--- config.mk ---
export PLATFORM = sky130hd
export DESIGN_NAME = txn_target_decoder
export DESIGN_NICKNAME = d
export VERILOG_FILES = /design/src/rtl/tdec_pkg.sv /design/src/rtl/win_match.sv /design/src/rtl/prio_pick.sv /design/src/rtl/claim_seq.sv /design/src/rtl/txn_target_decoder.sv
export SDC_FILE = /design/constraint.sdc
export NUM_CORES = 1
export LEC_CHECK = 0
export ABC_CLOCK_PERIOD_IN_PS = 3500
export BUFFER_PORTS_ARGS = -buffer_cell sky130_fd_sc_hd__buf_2
export CORE_ASPECT_RATIO = 0.6
export CORE_MARGIN = 1.5
export CORE_UTILIZATION = 30
export CTS_BUF_LIST = sky130_fd_sc_hd__clkbuf_16
export DETAILED_ROUTE_END_ITERATION = 16
export PLACE_DENSITY = 0.44
export RECOVER_POWER = 50
export SYNTH_ARGS = -nofsm -noshare
export SYNTH_HDL_FRONTEND = slang
export SYNTH_HIERARCHICAL = 1
export SYNTH_SLANG_ARGS = --single-unit
--- constraint.sdc ---
create_clock -name clk -period 3.5 [get_ports clk]
set_input_delay 0.35 -clock clk [delete_from_list [all_inputs] [get_ports clk]]
set_output_delay 0.35 -clock clk [all_outputs]
set_load 0.01 [all_outputs]
--- src/rtl/tdec_pkg.sv ---
package tdec_pkg;

  typedef enum logic [1:0] {
    CLAIM_NONE  = 2'd0,
    CLAIM_FAST  = 2'd1,
    CLAIM_SUB   = 2'd2,
    CLAIM_ABORT = 2'd3
  } claim_e;

  // fixed legacy windows: entries below LEG_VGA_N belong to the display agent
  localparam int LEG_N     = 7;
  localparam int LEG_VGA_N = 3;

  localparam logic [63:0] PAL_LO = 64'h3C6;
  localparam logic [63:0] PAL_HI = 64'h3C9;

  function automatic logic [63:0] leg_lo(input int i);
    case (i)
      0:       return 64'h3B0;
      1:       return 64'h3C0;
      2:       return 64'hA0000;
      3:       return 64'h1F0;
      4:       return 64'h3F6;
      5:       return 64'h170;
      6:       return 64'h376;
      default: return 64'h0;
    endcase
  endfunction

  function automatic logic [63:0] leg_hi(input int i);
    case (i)
      0:       return 64'h3BB;
      1:       return 64'h3DF;
      2:       return 64'hBFFFF;
      3:       return 64'h1F7;
      4:       return 64'h3F6;
      5:       return 64'h177;
      6:       return 64'h376;
      default: return 64'h0;
    endcase
  endfunction

  function automatic logic leg_io(input int i);
    return (i != 2);
  endfunction

endpackage

--- src/rtl/win_match.sv ---
module win_match #(
  parameter int AW = 64
) (
  input  logic          en,
  input  logic          io,
  input  logic [AW-1:0] lo,
  input  logic [AW-1:0] hi,
  input  logic [AW:0]   addr,
  output logic          hit
);
  logic space_ok;
  logic range_ok;

  always_comb begin
    space_ok = (addr[AW] == io);
    range_ok = (addr[AW-1:0] >= lo) && (addr[AW-1:0] <= hi);
    hit      = en && space_ok && range_ok;
  end
endmodule

--- src/rtl/prio_pick.sv ---
module prio_pick #(
  parameter int N = 4
) (
  input  logic [N-1:0] hits,
  output logic [N-1:0] pick,
  output logic         any,
  output logic         multi
);
  always_comb begin
    pick = '0;
    for (int i = N - 1; i >= 0; i--) begin
      if (hits[i]) pick = N'(1) << i;
    end
    any   = |hits;
    multi = ($countones(hits) > 1);
  end
endmodule

--- src/rtl/claim_seq.sv ---
module claim_seq
  import tdec_pkg::*;
#(
  parameter int NT        = 7,
  parameter int SUB_DLY   = 3,
  parameter int ABORT_DLY = 6,
  localparam int CW       = $clog2(ABORT_DLY + 1)
) (
  input  logic          clk,
  input  logic          rst_n,
  input  logic          req_valid,
  output logic          req_ready,
  input  logic          fast_hit,
  input  logic [NT-1:0] fast_sel,
  input  logic          overlap,
  input  logic          snoop,
  input  logic          sub_en,
  output logic          res_valid,
  input  logic          res_ready,
  output logic [NT-1:0] res_sel,
  output logic [1:0]    res_kind,
  output logic          res_overlap,
  output logic          res_snoop
);
  typedef enum logic [1:0] {ST_IDLE, ST_WAIT, ST_OUT} st_e;

  st_e           st;
  logic [CW-1:0] cnt;
  logic [CW-1:0] lim;
  logic          accept;

  assign req_ready = (st == ST_IDLE);
  assign res_valid = (st == ST_OUT);
  assign accept    = req_valid && req_ready;

  always_ff @(posedge clk or negedge rst_n) begin
    if (!rst_n) begin
      st          <= ST_IDLE;
      cnt         <= '0;
      lim         <= '0;
      res_sel     <= '0;
      res_kind    <= CLAIM_NONE;
      res_overlap <= 1'b0;
      res_snoop   <= 1'b0;
    end else begin
      case (st)
        ST_IDLE: if (accept) begin
          res_overlap <= overlap;
          res_snoop   <= snoop;
          cnt         <= CW'(1);
          if (fast_hit) begin
            res_sel  <= fast_sel;
            res_kind <= CLAIM_FAST;
            st       <= ST_OUT;
          end else if (sub_en) begin
            res_sel  <= NT'(1) << (NT - 1);
            res_kind <= CLAIM_SUB;
            lim      <= CW'(SUB_DLY - 1);
            st       <= ST_WAIT;
          end else begin
            res_sel  <= '0;
            res_kind <= CLAIM_ABORT;
            lim      <= CW'(ABORT_DLY - 1);
            st       <= ST_WAIT;
          end
        end
        ST_WAIT: begin
          if (cnt == lim) st <= ST_OUT;
          else            cnt <= cnt + CW'(1);
        end
        ST_OUT: if (res_ready) st <= ST_IDLE;
        default: st <= ST_IDLE;
      endcase
    end
  end

  AST_HOLD_RESULT: assert property (@(posedge clk) disable iff (!rst_n)
    res_valid && !res_ready |=> res_valid && $stable(res_sel) && $stable(res_kind)
      && $stable(res_overlap) && $stable(res_snoop));
  AST_NO_ACCEPT_BUSY: assert property (@(posedge clk) disable iff (!rst_n)
    res_valid |-> !req_ready);
  AST_FAST_NEXT: assert property (@(posedge clk) disable iff (!rst_n)
    accept && fast_hit |=> res_valid && res_kind == CLAIM_FAST);
  AST_SEL_ONEHOT: assert property (@(posedge clk) disable iff (!rst_n)
    res_valid |-> $onehot0(res_sel));
  AST_ABORT_EMPTY: assert property (@(posedge clk) disable iff (!rst_n)
    res_valid && res_kind == CLAIM_ABORT |-> res_sel == '0);
  AST_SUB_TARGET: assert property (@(posedge clk) disable iff (!rst_n)
    res_valid && res_kind == CLAIM_SUB |-> res_sel[NT-1] && $countones(res_sel) == 1);
  AST_SUB_NOT_EARLY: assert property (@(posedge clk) disable iff (!rst_n)
    accept && !fast_hit |=> !res_valid);
endmodule

--- src/rtl/txn_target_decoder.sv ---
module txn_target_decoder
  import tdec_pkg::*;
#(
  parameter int NUM_WIN   = 4,
  parameter int ADDR_W    = 64,
  parameter int SUB_DLY   = 3,
  parameter int ABORT_DLY = 6,
  localparam int NT       = NUM_WIN + 3
) (
  input  logic                    clk,
  input  logic                    rst_n,
  input  logic                    req_valid,
  output logic                    req_ready,
  input  logic [ADDR_W:0]         req_addr,
  input  logic [NUM_WIN-1:0]      win_en,
  input  logic [NUM_WIN-1:0]      win_io,
  input  logic [NUM_WIN*ADDR_W-1:0] win_lo,
  input  logic [NUM_WIN*ADDR_W-1:0] win_hi,
  input  logic                    legacy_fwd_en,
  input  logic                    vga_hd_en,
  input  logic                    ide_hd_en,
  input  logic                    palette_snoop_en,
  input  logic                    sub_en,
  output logic                    res_valid,
  input  logic                    res_ready,
  output logic [NT-1:0]           res_sel,
  output logic [1:0]              res_kind,
  output logic                    res_overlap,
  output logic                    res_snoop
);
  logic [NUM_WIN-1:0] win_hit;
  logic [NUM_WIN-1:0] win_pick;
  logic               win_any;
  logic               win_multi;
  logic [LEG_N-1:0]   leg_hit;
  logic               vga_claim;
  logic               ide_claim;
  logic               pal_hit;
  logic               fast_hit;
  logic [NT-1:0]      fast_sel;

  // tier 1: programmable windows
  for (genvar i = 0; i < NUM_WIN; i++) begin : g_win
    win_match #(.AW(ADDR_W)) u_m (
      .en  (win_en[i]),
      .io  (win_io[i]),
      .lo  (win_lo[i*ADDR_W +: ADDR_W]),
      .hi  (win_hi[i*ADDR_W +: ADDR_W]),
      .addr(req_addr),
      .hit (win_hit[i])
    );
  end

  prio_pick #(.N(NUM_WIN)) u_pick (
    .hits (win_hit),
    .pick (win_pick),
    .any  (win_any),
    .multi(win_multi)
  );

  // tier 2: fixed legacy windows, same comparator with constant bounds
  for (genvar j = 0; j < LEG_N; j++) begin : g_leg
    win_match #(.AW(ADDR_W)) u_m (
      .en  (1'b1),
      .io  (leg_io(j)),
      .lo  (ADDR_W'(leg_lo(j))),
      .hi  (ADDR_W'(leg_hi(j))),
      .addr(req_addr),
      .hit (leg_hit[j])
    );
  end

  win_match #(.AW(ADDR_W)) u_pal (
    .en  (palette_snoop_en),
    .io  (1'b1),
    .lo  (ADDR_W'(PAL_LO)),
    .hi  (ADDR_W'(PAL_HI)),
    .addr(req_addr),
    .hit (pal_hit)
  );

  always_comb begin
    vga_claim = legacy_fwd_en && vga_hd_en && (|leg_hit[LEG_VGA_N-1:0]);
    ide_claim = legacy_fwd_en && ide_hd_en && (|leg_hit[LEG_N-1:LEG_VGA_N]);
    fast_sel  = '0;
    if (win_any)        fast_sel[NUM_WIN-1:0] = win_pick;
    else if (vga_claim) fast_sel[NUM_WIN]     = 1'b1;
    else if (ide_claim) fast_sel[NUM_WIN+1]   = 1'b1;
    fast_hit = win_any || vga_claim || ide_claim;
  end

  claim_seq #(.NT(NT), .SUB_DLY(SUB_DLY), .ABORT_DLY(ABORT_DLY)) u_seq (
    .clk        (clk),
    .rst_n      (rst_n),
    .req_valid  (req_valid),
    .req_ready  (req_ready),
    .fast_hit   (fast_hit),
    .fast_sel   (fast_sel),
    .overlap    (win_multi),
    .snoop      (pal_hit),
    .sub_en     (sub_en),
    .res_valid  (res_valid),
    .res_ready  (res_ready),
    .res_sel    (res_sel),
    .res_kind   (res_kind),
    .res_overlap(res_overlap),
    .res_snoop  (res_snoop)
  );

  AST_LEGACY_GATED: assert property (@(posedge clk) disable iff (!rst_n)
    req_valid && req_ready && !legacy_fwd_en && !win_any |-> !fast_hit);
  AST_WIN_BEATS_LEGACY: assert property (@(posedge clk) disable iff (!rst_n)
    req_valid && req_ready && win_any |=> res_sel[NT-1:NUM_WIN] == '0);
  AST_OVERLAP_LOWEST: assert property (@(posedge clk) disable iff (!rst_n)
    req_valid && req_ready && win_hit[0] |=> res_sel[0]);
endmodule

-- Word-level counts from Yosys, hierarchy flattened
Cells that the tools add are included.
- add/sub/neg operators: 4
- $lt $le $gt $ge: 25
- equality and inequality tests: 11
- mux-type cells: 22
- bitwise gates (word level): 2
- reductions and logical operators: 45
- operators with widths (cell ; number):
    64-bit by 10-bit >= comparator with 1-bit output (second input constant) ; 5
    64-bit by 10-bit <= comparator with 1-bit output (second input constant) ; 5
    64-bit >= comparator ; 4
    64-bit <= comparator ; 4
    64-bit by 9-bit >= comparator with 1-bit output (second input constant) ; 2
    64-bit by 9-bit <= comparator with 1-bit output (second input constant) ; 2
    64-bit by 20-bit >= comparator with 1-bit output (second input constant) ; 1
    64-bit by 20-bit <= comparator with 1-bit output (second input constant) ; 1
    1-bit logical AND ; 34
    32-bit adder ; 1
    32-bit by 2-bit greater-than comparator with 1-bit output (second input constant) ; 1
    4-bit two-way mux ; 5
    7-bit two-way mux ; 2
    2-bit two-way mux ; 6
    3-bit two-way mux ; 3
    3-bit AND reduction ; 3
    4-bit OR reduction ; 2
    2-bit one-hot mux with 3 select lines ; 1
    3-bit one-hot mux with 2 select lines ; 1
    1-bit by 1-bit adder with 2-bit output ; 2
    1-bit equality test ; 4
    1-bit two-way mux ; 4
    2-bit by 1-bit != test with 1-bit output (second input constant) ; 2
    2-bit != test (second input constant) ; 2
    10 further kinds ; 12
- bits in registers: 19
- input port bits: 594
- output and inout port bits: 13

-- Longest topological paths before layout
Gate-level depths: netlist of the first run.
- depth in word-level cells: 10
- mapped depth: 18
- gate-level depth less buffers: 17

-- Hierarchy
The synthesis of the first run kept the hierarchy.
- by module, submodules not included (module ; instances ; cells an instance ; area each (um2) ; sequential area each (um2)):
    win_match (g_leg[0].u_m ...) ; 11 ; 463 ; 3216.8 ; 0.0
    win_match (u_pal) ; 1 ; 465 ; 3342.0 ; 0.0
    claim_seq ; 1 ; 85 ; 823.3 ; 450.4
    txn_target_decoder ; 1 ; 15 ; 97.6 ; 0.0
    prio_pick ; 1 ; 12 ; 95.1 ; 0.0

-- Least setup slack after synthesis of the first run
Ideal clock, no wire load.
- kind: input port to flip-flop
- from: in win_hi[17]
- to: reg u_seq.st[1]
- library setup time: 0.083 ns
- arrival: 3.417 ns
- data required time: 3.417 ns
- path slack: 0.000 ns
- stages: 18
- cell sequence: inv_1 -> ha_1 -> a21oi_2 -> o21ai_1 -> a221oi_2 -> nor2_1 -> a211o_1 -> a2111o_1 -> a211oi_2 -> inv_1 -> ha_1 -> nand3_1 -> inv_1 -> o221ai_1 -> clkbuf_1 -> nand2_1 -> mux2_2 -> o22ai_1
- cells in the longest elaborated chain, start to end: 9
- RTL lines (element ; RTL line ; RTL):
    from (decl) ; txn_target_decoder.sv:18 ; input logic [NUM_WIN*ADDR_W-1:0] win_hi,
    64-bit <= comparator ; win_match.sv:16 ; range_ok = (addr[AW-1:0] >= lo) && (addr[AW-1:0] <= hi);
    1-bit logical AND ; win_match.sv:16 ;
    1-bit logical AND ; win_match.sv:17 ; hit = en && space_ok && range_ok;
    named net win_hit[0] ; txn_target_decoder.sv:31 ; logic [NUM_WIN-1:0] win_hit;
    4-bit OR reduction ; prio_pick.sv:14 ; any = |hits;
    named net win_any ; txn_target_decoder.sv:33 ; logic win_any;
    1-bit logical OR (2 in a row) ; txn_target_decoder.sv:89 ; fast_hit = win_any || vga_claim || ide_claim;
    named net fast_hit ; txn_target_decoder.sv:39 ; logic fast_hit;
    2-bit two-way mux ; claim_seq.sv:51 ; if (fast_hit) begin
    2-bit two-way mux ; claim_seq.sv:47 ; ST_IDLE: if (accept) begin
    2-bit one-hot mux with 3 select lines ; claim_seq.sv:46 ; case (st)
    to (signal assigned) ; claim_seq.sv:54 ; st <= ST_OUT;
    to (signal assigned) ; claim_seq.sv:59 ; st <= ST_WAIT;
    to (signal assigned) ; claim_seq.sv:64 ; st <= ST_WAIT;
    to (decl) ; claim_seq.sv:27 ; st_e st;
The timed path passes the listed nets, and every way through them passes these cells. The select of a mux whose other input is x is not followed.
A chain may end at the register's enable or synchronous reset.

-- Worst setup path after layout of the first run
- from: in req_addr[45]
- to: reg u_seq.res_overlap
- cells in the longest elaborated chain, start to end: 6
- elaborated cells on any way between the ends: 20
- classes of those cells: 3 x add/sub; 9 x order compare; 8 x reduce/logical
- RTL lines (element ; RTL line ; RTL):
    from (decl) ; txn_target_decoder.sv:14 ; input logic [ADDR_W:0] req_addr,
    64-bit >= comparator or 64-bit <= comparator (tied branches) ; win_match.sv:16 ;
    1-bit logical AND (*) ; win_match.sv:16 ;
    1-bit logical AND (*) ; win_match.sv:17 ;
    named net win_hit[3] ; txn_target_decoder.sv:31 ;
    1-bit by 1-bit adder with 2-bit output (implied by the code) (*) ; prio_pick.sv:15 ; multi = ($countones(hits) > 1);
    32-bit adder (implied by the code) (*) ; prio_pick.sv:15 ;
    32-bit by 2-bit greater-than comparator with 1-bit output (*) ; prio_pick.sv:15 ;
    named net win_multi ; txn_target_decoder.sv:34 ; logic win_multi;
    to (signal assigned) ; claim_seq.sv:48 ; res_overlap <= overlap;
    to (decl) ; claim_seq.sv:22 ; output logic res_overlap,
The timed path passes the listed nets; every way through them passes the cells marked *.

==> metrics.md, run 1 <==
| Metric | Value |
|---|---|
| Worst-path clk slew | approximately 0.050 ns |
| Crit share post-route | 103% |
| Drt wl/cell | roughly 17 µm |
| Vias after detailed routing | around 44,000 |
| Final Max Tran Viols | 0 |
| RSZ-0062 raised after global routing | true |
| Final Critical Period | between 3 and 4 ns |
| Ys Warns | 6 |
| Vias per cell | ~4.5 |
| Number of buffers created by CTS | 3 |
| Main synth FF type | dfrtp_1 |
| Final WL | 170,000 µm |
| Max-cap violations | 0 |
| Switching share of power | ~53% |
| Clock latency on the worst-skew pair | 0.25 ns |
| Dpl hpwl | roughly 150,000 µm |
| Violated checks | negative setup slack |
| Bufs on Longest Clock Path | 2 |
| Status | finished, violations left |
| Layout fillers | 13,700 |
| Antenna viol nets, final | 0 |
| Power, Total | 7300 µW |
| Core footprint | 131,000 µm² |
| Starting density of the core | 30.2% |
| Setup Viol. Count Final | 6 |
| Reg2Reg Depth | 4 |
| Port Buffer Count | about 610 |
| Setup crit start kind | input pin |
| First-pass GRT wire length | 251,000 µm |
| Pre-Repair DR Iteration Count | 5 |
| PwrDens | around 130 nW/µm² |
| Reg2reg setup slack | 1.65 ns |
| Vias in the first global route | a little over 40,000 |
| Final Cell Area | between 50,000 and 60,000 µm² |
| Die Width | ~470 µm |
| Share of post-route cells with drive strength above 1 | between 10% and 20% |
| Clock Skew | 0.00125 ns |
| Static Leakage | between 0.03 and 0.04 µW |
| Largest net degree at the start of global routing | 24 |
| M2 GR Usage | a little over a third |
| GPL Wtd Cong | 0.939 |
| Sequential share of power | ~4.6% |
| CP Capture Type | register |
| Reg-to-Reg End | u_seq/cnt[1] |
| Mapped cell area | approximately 40,000 µm² |
| Fin worst setup slack | -0.0908 ns |
| Worst R2R Start | u_seq/st[0] |
| Comb power frac | between 90 and 100% |
| GRT overflow | 0 |
| Tot GR Track Use | approximately a quarter |
| Root buf cell | clkbuf_16 |
| CP Class | input pin to register |
| Crit-path max FO | 8 |
| Post-DP Area | between 50,000 and 60,000 µm² |
| Met3 Use GR | approximately 2.0% |
| Num rows | roughly 100 |
| Synth unique cells | 63 |
| Number of synthesized register bits | 18 |
| Slew headroom | 31.3% |
| Fin. Hold Viols | 0 |
| Hold Crit Class | input pin to asynchronous set/reset pin |
| Ports | slightly above 600 |
| CP Data Required Time | 3.64 ns |
| Avg Cell Area, Syn | between 7 and 8 µm² |
| Async S/R FF share, synth | 100% |
| Seq/Total Area, Yosys | 1.13% |
| Clk sinks | 18 |
| CTS Hold Bufs | 0 |
| DRC | 0 |
| Initial antenna violation count | 24 |
| Gr busiest metal | met1 |
| DR iter-0 viols | 2,298 |
| Die H | 285 µm |
| Worst slew pin tran | ~1.0 ns |
| Syn Inst Count | approximately 5,700 |
| Met1 Use GR | a little under two fifths |
| Cell Int Power | 3460 µW |
| CTS tree | built |
| Die area | about 130,000 µm² |
| Nets | between 10,000 and 15,000 |
| Number of H-tree levels | 1 |
| Fmax | 278 MHz |
| DP Worst Slack | -1.18 ns |
| Synth-to-layout area growth | 43.9% |
| Area of the multi-input gates | around 38,000 µm² |
| Worst vdd ir | 0.173 mV |
| Clock share of power | under 10% |
| NetSw | 3850 µW |
| Register area | roughly 450 µm² |
| Worst Path Arrival | 3.73 ns |
| Setup TNS | -0.328 ns |
| Number of synthesized flops with an enable pin | 0 |
==> critical path: stages <==
cell,delay [ns]
buf_2,0.14
buf_12,0.16
buf_4,0.19
ha_1,0.30
nand4_1,0.16
nor4_4,0.32
nand4_1,0.20
nor2_2,0.21
nand4_1,0.37
a211oi_4,0.40
inv_2,0.10
buf_6,0.13
fa_1,0.49
o21ai_1,0.06
nand2_1,0.06
nand2_1,0.04
==> synthesized netlist by cell type (all sizes together) (2+ instances only) <==
library cell	instances	area, µm²
nand4	264	1700
o211ai	17	133
a21o	101	758
nor2	173	649
xnor2	13	114
ha	1539	19300
a2111o	11	124
nor2b	25	156
a2111oi	36	353
a221oi	37	399
or4	33	248
a31oi	3	18.8
nand2	450	1690
inv	1565	5870
o21ai	231	1160
and4	35	334
and2	5	31.3
a21oi	697	3570
o22ai	3	25.0
nand3	139	701
and3	12	88.8
nor3	35	180
buf	4	22.5
dfrtp	18	450
nand2b	36	225
a211oi	61	513
o21a	24	180
conb	2	7.51
o21bai	11	82.6
a22oi	2	15.0
nor4	53	380
a211o	11	96.3
a21boi	11	82.6
==> stage by stage <==
step | utilization, % | cells | hold slack, ns
5_1_grt | 43.5 | 9814 | 0.381
2_1_floorplan | - | 6708 | 0.0544
4_1_cts | 42.7 | 9782 | 0.0460
6_report | 43.5 | 9818 | 0.262
3_3_place_gp | 41.7 | 9715 | 0.307
3_5_place_dp | 41.7 | 9715 | 0.309
==> per-layer routing <==
metal | up-vias | wire length, µm
li1 | 23500 | -
met1 | 19500 | 92700
met2 | 893 | 67800
met3 | 107 | 7430
met4 | 10 | 2550
met5 | - | 71
==> area by class of cell <==
class / instances / area share [%]
antenna: 14 / 0.0612
clock buffer: 3 / 0.131
clock inverter: 1 / 0.00656
inverter: 1565 / 10.3
multi-input combinational: 5120 / 67.0
sequential: 18 / 0.787
tap: 1732 / 3.79
timing repair buffer: 1365 / 17.9
==> logic make-up (layout without fill, tap and decap cells) <==
logic type,Yosys count,after routing,synth area share (%)
xor+xnor,13,13,0.286
mux,2,2,0.0535
simple gates,1264,1264,16.1
flops,18,18,1.13
buf+inv,1570,2934,14.8
fa+ha+maj,1540,1540,48.5
other cells,2,1054,0.0189
compound gates,1261,1261,19.0
==> power by group through the flow <==
stage | sequential [µW] | clock, µW | combinational, µW
floorplan | 326 | 0 | 3430
global placement | 336 | 0 | 6210
detailed placement | 336 | 0 | 6280
CTS | 332 | 232 | 6520
global route | 343 | 244 | 7660
finish | 337 | 230 | 6740
==> what timing repair did <==
| item | CTS | global route |
|---|---|---|
| resized for setup | 158 | 146 |
| gates cloned | 3 | 2 |
| buffers inserted | 64 | 23 |
| setup endpoints to repair | 14 | 14 |
| pin swaps | 51 | 52 |
==> placed cells by master (no fill, tap or decap), types with 13 or more instances in the layout <==
cell       Yosys  layout
a211oi_1      50      49
conb_1         2    1040
nor4_1        48      23
o211ai_1      16      16
xnor2_1       13      13
ha_4           0      33
or4_1         33      29
buf_2          3     557
diode_2        0      14
o21ai_1       28      35
nand2b_1      36      36
and4_1        24      24
nor4_2         3      14
buf_12         0      85
nor3_1        34      29
nand3_1      138     137
nand4_1      259     259
a221oi_2      12      17
a21o_1       101     101
nor2b_1       25      25
buf_6          0      36
o21ai_0      203     196
nand2_1      450     447
a2111oi_2      0      14
ha_1        1539    1505
buf_4          1     665
nor4_4         2      16
buf_8          0      14
inv_1       1564    1563
a21oi_2       23      33
a221oi_1      25      20
nor2_1       173     164
o21a_1        24      24
dfrtp_1       18      18
a21oi_1      674     664
==> how the worst max path moves through the flow <==
stage | slack, ns | start | depth (start not counted) | end
after floorplan | 0.1 | win_hi[17] | 18 | u_seq/st[1]
after global placement | -1.20 | req_addr[47] | 17 | u_seq/res_sel[6]
after detailed placement | -1.18 | req_addr[47] | 17 | u_seq/lim[0]
after CTS | -0.16 | req_addr[9] | 21 | u_seq/res_sel[6]
after global routing | -0.24 | req_addr[47] | 16 | u_seq/res_sel[6]
final | -0.09 | req_addr[45] | 16 | u_seq/res_overlap
==> registers in the layout, summed over array words and instances (netlist names) <==
register	count
u_seq/st	2
u_seq/res_snoop	1
u_seq/lim	2
u_seq/res_kind	2
u_seq/res_overlap	1
u_seq/cnt	3
u_seq/res_sel	7
No activity file was read; power rests on OpenSTA's default activity.
==> run 2: changes to the inputs <==
--- a/config.mk
+++ b/config.mk
@@ -10,7 +10,6 @@
 export CORE_ASPECT_RATIO = 0.6
 export CORE_MARGIN = 1.5
 export CORE_UTILIZATION = 30
-export CTS_BUF_LIST = sky130_fd_sc_hd__clkbuf_16
 export DETAILED_ROUTE_END_ITERATION = 16
 export PLACE_DENSITY = 0.44
 export RECOVER_POWER = 50
==> metrics.md, run 2 (synthesis gave the netlist of run 1 again) <==
| Metric | Value |
|---|---|
| Initial antenna violation count | 27 (+13%) |
| Worst slew pin tran | 1.05 ns (+0.0167 ns) |
| Setup crit start kind | input pin |
| Antenna viol nets, final | 0 (unchanged) |
| Fmax | 280 MHz (+0.61%) |
| Setup TNS | -0.339 ns (-0.0109 ns) |
| First-pass GRT wire length | 251,000 µm (about the same) |
| Slew headroom | 30.2% (-1.1 points) |
| Vias after detailed routing | 43,900 (-0.075%) |
| CP Data Required Time | 3.60 ns (-0.04 ns) |
| Starting density of the core | 30.2% (unchanged) |
| Num rows | 103 (unchanged) |
| Final Max Tran Viols | 0 (unchanged) |
| Die area | 135,000 µm² (unchanged) |
| Number of H-tree levels | 1 (unchanged) |
| Bufs on Longest Clock Path | 2 (unchanged) |
| Drt wl/cell | 17.4 µm (about the same) |
| Nets | 10,200 (unchanged) |
| CP Class | input pin to register |
| Static Leakage | 0.0314 µW (about the same) |
| Tot GR Track Use | 24.5% (about the same) |
| Final Critical Period | 3.57 ns (-0.0218 ns) |
| Core footprint | 131,000 µm² (unchanged) |
| Fin util | 43.5% (about the same) |
| PwrDens | 128 nW/µm² (+0.23%) |
| Clk sinks | 18 (unchanged) |
| GPL Wtd Cong | 0.939 (unchanged) |
| Share of post-route cells with drive strength above 1 | 19.4% (unchanged) |
| Number of flip-flops in the largest register | 7 (unchanged) |
| Synth-to-layout area growth | 43.9% (about the same) |
| Clock Skew | 0.000748 ns (-0.000497 ns) |
| Clock latency on the worst-skew pair | 0.25 ns (about the same) |
| CTS Hold Bufs | 0 (unchanged) |
| Number of buffers created by CTS | 3 (unchanged) |
| Most common cell after layout, fill and taps aside | inv_1 |
| Most flop-heavy register | u_seq/res_sel |
| Commonest cells after routing, fill and taps aside | inv_1 (1,563), ha_1 (1,505), conb_1 (1,040) |
| Worst vdd ir | 0.173 mV (+0.24%) |
| DR iter-0 viols | 2,335 (+1.6%) |
| Final Cell Area | 57,200 µm² (about the same) |
| Biggest regs | u_seq/res_sel (7), u_seq/cnt (3) |
| Pre-Repair DR Iteration Count | 5 (unchanged) |
| Fin. Hold Viols | 0 (unchanged) |
| Worst-path clk slew | 0.05 ns (about the same) |
| Largest net degree at the start of global routing | 24 (unchanged) |
| Max-cap violations | 0 (unchanged) |
| Worst Path Arrival | 3.67 ns (-0.06 ns) |
| Setup Viol. Count Final | 6 (unchanged) |
| Fin worst setup slack | -0.0690 ns (+0.0218 ns) |
| Root buf cell | clkbuf_16 |
| Crit share post-route | 102% (-0.62 points) |
| Dpl hpwl | 152,000 µm (unchanged) |
| DRC | 0 (unchanged) |
| Non-filler cells in the finished layout | 9,815 (-0.031%) |
| Hold_ws | 0.269 ns (+0.00747 ns) |
| Reg2Reg Depth | 4 (unchanged) |
| Post-DP Area | 54,800 µm² (unchanged) |
| GRT overflow | 0 (unchanged) |
| Die H | 285 µm (unchanged) |
| Status | finished, violations left |
| CTS tree | built |
| Vias per cell | 4.47 (about the same) |
| Vias in the first global route | 41,500 (+0.0096%) |
| Hold Crit Class | input pin to asynchronous set/reset pin |
| Violated checks | negative setup slack |
| Die Width | 473 µm (unchanged) |
| Final WL | 171,000 µm (about the same) |
| RSZ-0062 raised after global routing | true |
| Port Buffer Count | 606 (unchanged) |
| Crit-path max FO | 6 (-2) |
| Dpl cells | 9,715 (unchanged) |
| CP Capture Type | register |
| Ports | 607 (unchanged) |
## run 2: repair_timing
item	in CTS	in global routing
setup endpoints to repair	14	14
setup buffers	63	24
pin swaps	51	52
gates cloned	3	2
resized for setup	158	144
## run 2: per-stage QoR
stage	total power (µW)	worst slack, ns
floorplan	3750	0.0984
global placement	6550	-1.20
detailed placement	6620	-1.18
CTS	7100	-0.159
global route	8270	-0.241
finish	7320	-0.0690
## run 2: worst max-delay path, cell delays in order
cell,delay [ns]
buf_4,0.17
buf_12,0.16
buf_4,0.15
ha_1,0.29
nand2_2,0.07
nor4_4,0.35
nand4_1,0.22
nor2_4,0.29
nand4_1,0.40
a211oi_2,0.40
nor3_4,0.10
o221ai_4,0.19
buf_6,0.17
buf_6,0.10
mux2i_1,0.16
o21ai_1,0.07
## run 2: final cells by class
cell class	count	area (µm²)
Timing Repair Buffer	1365	10200
Inverter	1565	5870
Sequential cell	18	450
Fill cell	13700	74300
Tap cell	1732	2170
Antenna cell	11	27.5
Clock buffer	4	88.8
Multi-Input combinational cell	5120	38300
## run 2: where the power goes
group	total (µW)	switching, µW	internal, µW
clock	253	79.3	174
sequential	336	67.6	268
combinational	6730	3700	3030
total	7320	3840	3480
## run 2: layer usage
| layer | track usage (%) | routed length, µm | up-vias |
|---|---|---|---|
| met1 | 38.3 | 92000 | 19500 |
| met4 | 3.11 | 2570 | 12 |
| li1 | - | - | 23400 |
| met5 | 0 | 87 | - |
| met2 | 36.6 | 67800 | 898 |
| met3 | 1.99 | 8100 | 110 |
## run 2: worst paths after layout
kind	start	endpoint	slack, ns
max in group asynchronous	rst_n	u_seq/res_overlap	2.60
max	req_addr[38]	u_seq/res_sel[6]	-0.07
min	rst_n	u_seq/cnt[2]	0.27
min in group clk	sub_en	u_seq/lim[1]	0.39
min reg2reg	u_seq/res_snoop	u_seq/res_snoop	0.50
max reg2reg	u_seq/st[0]	u_seq/cnt[1]	1.67
